**src/rtl/pipe5_core.sv**
```systemverilog
module pipe5_core #(
  parameter int XLEN   = 32,
  parameter int NREG   = 32,
  parameter int PCSTEP = 4
) (
  input  logic                    clk,
  input  logic                    rst,
  output logic [XLEN-1:0]         mem_addr,
  output logic [XLEN-1:0]         mem_wdata,
  output logic                    mem_we,
  input  logic [XLEN-1:0]         mem_rdata,
  input  logic [$clog2(NREG)-1:0] dbg_sel,
  output logic [XLEN-1:0]         dbg_reg,
  output logic [31:0]             retired
);
  localparam int RW = $clog2(NREG);
  localparam logic [5:0] OP_NOP = 6'd0, OP_ADD = 6'd1, OP_SUB = 6'd2,
                         OP_AND = 6'd3, OP_OR = 6'd4, OP_LW = 6'd8, OP_SW = 6'd9;

  logic [XLEN-1:0] pc;
  logic [XLEN-1:0] rf [NREG];

  logic            d_v;
  logic [31:0]     d_ir;
  logic            x_v, m_v, w_v;
  logic [5:0]      x_op, m_op;
  logic [RW-1:0]   x_dst, m_dst, w_dst;
  logic [XLEN-1:0] x_a, x_b, x_imm, m_res, m_sd, w_val;

  wire [5:0]    d_op = d_ir[31:26];
  wire [RW-1:0] d_rs = d_ir[21+:RW];
  wire [RW-1:0] d_rt = d_ir[16+:RW];
  wire [RW-1:0] d_rd = d_ir[11+:RW];
  wire d_alu    = d_op inside {OP_ADD, OP_SUB, OP_AND, OP_OR};
  wire d_use_rs = d_alu || d_op == OP_LW || d_op == OP_SW;
  wire d_use_rt = d_alu || d_op == OP_SW;
  wire [RW-1:0] d_dst = d_op == OP_LW ? d_rt : (d_alu ? d_rd : '0);

  function automatic logic busy(input logic [RW-1:0] r);
    return r != '0 && ((x_v && x_dst == r) || (m_v && m_dst == r));
  endfunction

  function automatic logic [XLEN-1:0] rd_reg(input logic [RW-1:0] r);
    if (r == '0) return '0;
    if (w_v && w_dst == r) return w_val;
    return rf[r];
  endfunction

  wire hazard = d_v && ((d_use_rs && busy(d_rs)) || (d_use_rt && busy(d_rt)));
  wire mem_conflict = m_v && (m_op == OP_LW || m_op == OP_SW);

  logic [XLEN-1:0] alu;
  always_comb begin
    case (x_op)
      OP_ADD:  alu = x_a + x_b;
      OP_SUB:  alu = x_a - x_b;
      OP_AND:  alu = x_a & x_b;
      OP_OR:   alu = x_a | x_b;
      default: alu = x_a + x_imm;
    endcase
  end

  assign mem_addr  = mem_conflict ? m_res : pc;
  assign mem_we    = m_v && m_op == OP_SW;
  assign mem_wdata = m_sd;
  assign dbg_reg   = rf[dbg_sel];

  always_ff @(posedge clk) begin
    if (rst) begin
      pc <= '0;
      d_v <= 1'b0; d_ir <= '0;
      x_v <= 1'b0; x_op <= OP_NOP; x_dst <= '0; x_a <= '0; x_b <= '0; x_imm <= '0;
      m_v <= 1'b0; m_op <= OP_NOP; m_dst <= '0; m_res <= '0; m_sd <= '0;
      w_v <= 1'b0; w_dst <= '0; w_val <= '0;
      retired <= '0;
    end else begin
      if (hazard) begin
        x_v <= 1'b0; x_op <= OP_NOP; x_dst <= '0;
      end else begin
        x_v   <= d_v;
        x_op  <= d_op;
        x_dst <= d_v ? d_dst : '0;
        x_a   <= rd_reg(d_rs);
        x_b   <= rd_reg(d_rt);
        x_imm <= {{(XLEN-16){d_ir[15]}}, d_ir[15:0]};
        if (mem_conflict) begin
          d_v <= 1'b0; d_ir <= '0;
        end else begin
          d_v <= 1'b1; d_ir <= mem_rdata[31:0];
          pc  <= pc + XLEN'(PCSTEP);
        end
      end
      m_v <= x_v; m_op <= x_op; m_dst <= x_dst; m_res <= alu; m_sd <= x_b;
      w_v <= m_v; w_dst <= m_dst;
      w_val <= m_op == OP_LW ? mem_rdata : m_res;
      if (w_v) retired <= retired + 32'd1;
    end
  end

  always_ff @(posedge clk) begin
    if (rst) begin
      for (int i = 0; i < NREG; i++) rf[i] <= '0;
    end else if (w_v && w_dst != '0) begin
      rf[w_dst] <= w_val;
    end
  end
endmodule


```
**config.mk**
```make
export PLATFORM = sky130hd
export DESIGN_NAME = pipe5_core
export DESIGN_NICKNAME = d
export VERILOG_FILES = /design/src/rtl/pipe5_core.sv
export SDC_FILE = /design/constraint.sdc
export NUM_CORES = 2
export LEC_CHECK = 0
export BUFFER_PORTS_ARGS = -buffer_cell sky130_fd_sc_hd__clkbuf_2
export CORE_MARGIN = 2
export CORE_UTILIZATION = 25
export DETAILED_ROUTE_END_ITERATION = 7
export PLACE_DENSITY = 0.49
export SLEW_MARGIN = 20
export SYNTH_ARGS = -nofsm -noshare
export SYNTH_HDL_FRONTEND = slang
export SYNTH_SLANG_ARGS = --single-unit
```
**constraint.sdc**
```tcl
create_clock -name clk -period 5.33 [get_ports clk]
set_input_delay 0.7995 -clock clk [delete_from_list [all_inputs] [get_ports clk]]
set_output_delay 0.7995 -clock clk [all_outputs]
set_load 0.01 [all_outputs]
```
======== After elaboration in Yosys (flattened, before gate mapping) ========
Memory sizes are Yosys's and may differ from the RTL's. A register that Yosys moved wholly into a read port is not among the register bits.
Cells that the tools add are included.
word-level totals
  register bits ........................... 303
  bits in writable memories ............... 1024
  input bits .............................. 39
  output and inout port bits .............. 129
  memories ................................ 1
cells by class
  $add $sub $neg .......................... 5
  eq/ne operators ......................... 18
  mux-type cells .......................... 41
  bitwise logic cells ..................... 5
  reductions and logical operators ........ 31
memories
  memory  depth  width  rd ports  clocked after memory_dff  wr ports  line  source
  rf      32     32     3         2                         32        21    logic [XLEN-1:0] rf [NREG];
operators by type and width
  cell                   count
  $mux 32                12
  $pmux 32 s4            1
  $add 32x32->32         2
  $mux 5                 7
  $add 32x1->32 const B  1
  $add 32x3->32 const B  1
  $and 32x32->32         1
  $or 32x32->32          1
  $reduce_or 32->1       1
  $sub 32x32->32         1
  $eq 5x5->1             6
  $eq 6x2->1 const B     4
  $eq 6x4->1 const B     4
  $mux 1                 21
  $reduce_bool 5->1      3
  $logic_and 1x1->1      14
  $eq 6x1->1 const B     2
  $eq 6x3->1 const B     2
  $logic_not 5->1        2
  $logic_or 1x1->1       7
  $reduce_bool 4->1      1
  $not 1->1              3
  $reduce_or 3->1        1
  $reduce_and 2->1       1
  $reduce_or 2->1        1

======== Logic depth before layout (Yosys ltp) ========
  depth after elaboration ................. 14
  mapped depth ............................ 18
  depth with buffers taken out ............ 18

======== Worst setup path after synthesis ========
OpenSTA, ideal clock, no wires.
  path kind ............................... register to register
  start point ............................. register x_b[0]
  end point ............................... register m_res[30]
  library setup time ...................... 0.079 ns
  arrival time ............................ 4.643 ns
  required time ........................... 5.251 ns
  slack ................................... 0.608 ns
  cell stages (with the launch flop) ...... 18
  clock period less this slack ............ 4.722 ns
  cells stage by stage .................... dfxtp_1 or4_4 or4_4 or2_2 or4_1 nor3_1 nor2_1 a21oi_1 o21ai_0 ha_1 a21o_1 a21o_1 a21o_1 a21oi_1 or4b_2 a21o_1 a211o_1 o211ai_1
between the ends
  cells in the longest elaborated chain, start to end .. 2
ends and longest elaborated chain
  element                                                  line    source
  start: declaration                                       28      logic [XLEN-1:0] x_a, x_b, x_imm, m_res, m_sd, w_val;
  start signal: assignment                                 84      x_b <= rd_reg(d_rt);
  $sub 32x32->32 / $add 32x32->32 (equally long branches)  56, 55
  $pmux 32 s4 (*)                                          54      case (x_op)
  end signal: assignment                                   73      m_v <= 1'b0; m_op <= OP_NOP; m_dst <= '0; m_res <= '0; m_sd <= '0;
  end signal: assignment                                   93      m_v <= x_v; m_op <= x_op; m_dst <= x_dst; m_res <= alu; m_sd <= x_b;
  end: declaration                                         28
Mark *: on every way between the ends. The rest lies on a longest branch, timed or not.
A chain may end at the register's enable or synchronous reset.

======== Final worst setup path ========
  start point ............................. register x_b[1]
  end point ............................... register m_res[30]
The elaborated chain is that of the path after synthesis.

==> out/qor.txt <==
Outcome: completed
Class of the tightest hold or removal check: input pin to register
Combined area of all synthesized cells: 0.0767 mm2
Worst-skew pair later-pin latency: 0.84 ns
Area growth syn-to-layout: 15.5%
Launching instance or port of the critical path: x_b[1]
Worst slew pin tran: 1.20 ns
Vias in the first global route: 51300
Final core utilization: 0.290
Clock root buffer master: sky130_fd_sc_hd__clkbuf_16
Total length of routed wires: 307 mm
Number of cells in the finished layout apart from fillers: 9711
Post-layout power: 27.7 mW
Die width: 558 um
Number of design rule violations left after detail routing: 0
Post-synthesis compound-gate area fraction: 0.0428
Proportion of netlist area held by the largest area contributor: 0.401
Maximum number of pins on one net before global-route repair: 131
DP HPWL: 192 mm
Floorplan die height: 558 um
Standard cell core area: 0.306 mm2
Clock buffers created by TritonCTS: 161
Sort of element at the start of the critical path: register
Critical path data required time: 6.04 ns
H-tree level count: 4
Average cell area after synthesis: 14.1 um2
Commonest cells after routing, fill and taps aside: 1024 x sky130_fd_sc_hd__edfxtp_1, 1005 x sky130_fd_sc_hd__and2_1, 960 x sky130_fd_sc_hd__mux4_2, 293 x sky130_fd_sc_hd__nand2_1, 280 x sky130_fd_sc_hd__dfxtp_1
Highest net fanout along the worst path: 6
Hold violation count in the final report: 0
Data arrival time of the critical path: 5.77 ns
Reg-to-Reg Start: x_b[1]
Adder-Cell Fraction of Synth Area: 0.00613
Most common flop cell mapped by yosys: sky130_fd_sc_hd__edfxtp_1
Multiplexer share of the synthesized area: 0.295
RSZ-0062 raised after global routing: no
Clock edge transition at the registers on the reported setup and hold paths: 0.06 ns
Worst clock skew on the final layout: 0.0780 ns
GRT overflow: 0
Final worst-path cycle share: 0.949
Total I/O pin count: 168
Total of buffers placed on input and output ports: 167
Relative slew slack: 0.201
First-iteration detailed-routing DRC count: 7470
Sort of element at the end of the critical path: register
Overall fraction of global-route tracks in use: 0.194
Synthesized-area fraction occupied by xor and xnor cells: 0.0127
Via density per instance: 5.38
Startpoint of the tightest hold check path: mem_rdata[8]
Synth async-reset ratio: 0
Proportion of synthesized chip area in sequential cells: 0.482
Power density over cell area: 313 mW/mm2
Total number of vias: 52200
Largest cells by area after synthesis: sky130_fd_sc_hd__edfxtp_1 40%, sky130_fd_sc_hd__mux4_2 28%, sky130_fd_sc_hd__and2_1 8.2%
Number of placement rows: 203
Leakage: 30.7 nW
Register bit count reported by yosys: 1335
Worst IR Drop VDD: 0.239 mV
Clock tree from TritonCTS: done
Number of enable-type register cells in the synthesized netlist: 1024
Cell variety after synth: 75
Nets@finish: 5564
Number of antenna violations at the first check in global routing: 44
Fraction of layout instances using a drive strength above 1: 0.310
Maxcap violations: 0
Classification of the worst setup path: register to register
Detailed-router iteration count before antenna repair: 6
Post-DRT Antenna Nets: 0
Area share of and/or/nand/nor cells after synthesis: 0.134
First-pass GRT wire length: 423 mm
Instance count after placement with tap cells included: 9424
Setup TNS: 0 ns
Final routed wire length divided by cell count: 31.6 um
Count of yosys warnings during synthesis: 0
Post-CTS Hold Buffers: 0
Number of max-slew violations in the final report: 0
Final-layout worst hold slack: 0.258 ns
Dominant cell type by area after synthesis: sky130_fd_sc_hd__edfxtp_1
Starting density of the core: 0.251
Largest family of logic cells by synthesized area: multiplexers
Gp weighted congestion: 0.875
Number of instances in the synthesized netlist: 5462
Final min period: 5.06 ns
Final setup violation count: 0
CTS Sinks: 1335
Die area: 0.311 mm2
Maximum count of clock buffers along a single path: 4
Commonest non-fill, non-tap cell in the layout: sky130_fd_sc_hd__edfxtp_1
Achievable frequency: 198 MHz
state kept, by name, indices dropped and copies added (netlist names), 5 cells and up, named ones only:
name       flops
x_imm         16
m_res         32
x_op           6
rf          1024
x_b           32
retired       32
d_ir          32
w_val         32
m_dst          5
x_dst          5
mem_wdata     32
m_op           6
pc            30
w_dst          5
x_a           32
cell usage after synthesis, drive strengths merged, types with 21 or more instances:
cell type	n
nor3	26
and2	1005
nor4	24
mux4	960
edfxtp	1024
nor2	228
mux2i	65
inv	26
mux2	33
nand4	23
clkbuf	449
or2	37
a22oi	21
nand2	294
o21ai	57
a21oi	211
xor2	49
dfxtp	311
a22o	64
a21o	46
buf	92
nand3	70
nor2b	49
xnor2	62
and3	21
ha	36
power by group:
group | internal (mW) | total [mW] | leakage, nW | switching, mW
registers | 11.7 | 12.5 | 13.1 | 0.827
clock network | 6.33 | 11.0 | 2.49 | 4.64
logic | 1.86 | 4.28 | 15.1 | 2.42
cell type report:
class	instances	area, um2
flip-flops and latches	1335	37000
well taps	4100	5130
multi-input cells	3591	38100
diodes	6	15.0
inverters	26	97.6
repair buffers	373	3200
clock inverters	69	591
clock buffers	211	4470
fillers	30500	217000
metrics by stage:
| stage | worst slack [ns] | area, um2 |
|---|---|---|
| 6_report | 0.269 | 88600 |
| 4_1_cts | 0.151 | 88500 |
| 3_5_place_dp | 0.179 | 83500 |
| 3_3_place_gp | 0.0846 | 83500 |
| 2_1_floorplan | 0.608 | 76900 |
| 5_1_grt | 0.00556 | 88600 |
layer usage:
layer | global-route usage | vias up | wire, um
met5 | 0 | - | 55
met4 | 0.0560 | 10 | 9580
met3 | 0.0478 | 484 | 32500
met2 | 0.298 | 3025 | 138000
met1 | 0.269 | 27500 | 127000
li1 | - | 21200 | -
path summary, 6_finish.rpt:
path / cells past startpoint / endpoint / slack (ns)
worst min-delay path: 3 / d_ir[8] / 0.26
worst max register to register: 17 / m_res[30] / 0.27
worst max-delay path: 17 / m_res[30] / 0.27
worst min register to register: 2 / x_imm[0] / 0.46
kinds of logic after synthesis:
group                    after synthesis
multiplexers                        1058
AND/OR/NAND/NOR                     1846
XOR/XNOR                             111
buffers and inverters                567
adder cells (fa/ha/maj)               37
other                                  1
AO/OA/AOI/OAI                        507
flip-flops                          1335
critical path: stages, from the launching register on:
cell and delay (ns):
sky130_fd_sc_hd__dfxtp_1 0.35, sky130_fd_sc_hd__or4_4 0.56, sky130_fd_sc_hd__or4_4 0.50, sky130_fd_sc_hd__or2_2 0.36, sky130_fd_sc_hd__or4_1 0.48, sky130_fd_sc_hd__nor3_2 0.18, sky130_fd_sc_hd__nor2_1 0.06, sky130_fd_sc_hd__a21oi_1 0.13
sky130_fd_sc_hd__o21ai_0 0.11, sky130_fd_sc_hd__ha_1 0.27, sky130_fd_sc_hd__a21o_1 0.19, sky130_fd_sc_hd__a21o_1 0.17, sky130_fd_sc_hd__a21o_1 0.18, sky130_fd_sc_hd__a21oi_1 0.19, sky130_fd_sc_hd__or4b_2 0.60, sky130_fd_sc_hd__a21o_1 0.25
sky130_fd_sc_hd__a211o_1 0.31, sky130_fd_sc_hd__o211ai_1 0.09
repair_timing:
item                       in CTS  in global routing
setup endpoints to repair       0                  6
buffers inserted                0                  0
gates resized for setup         0                  6
No activity file was read; power rests on OpenSTA's default activity.
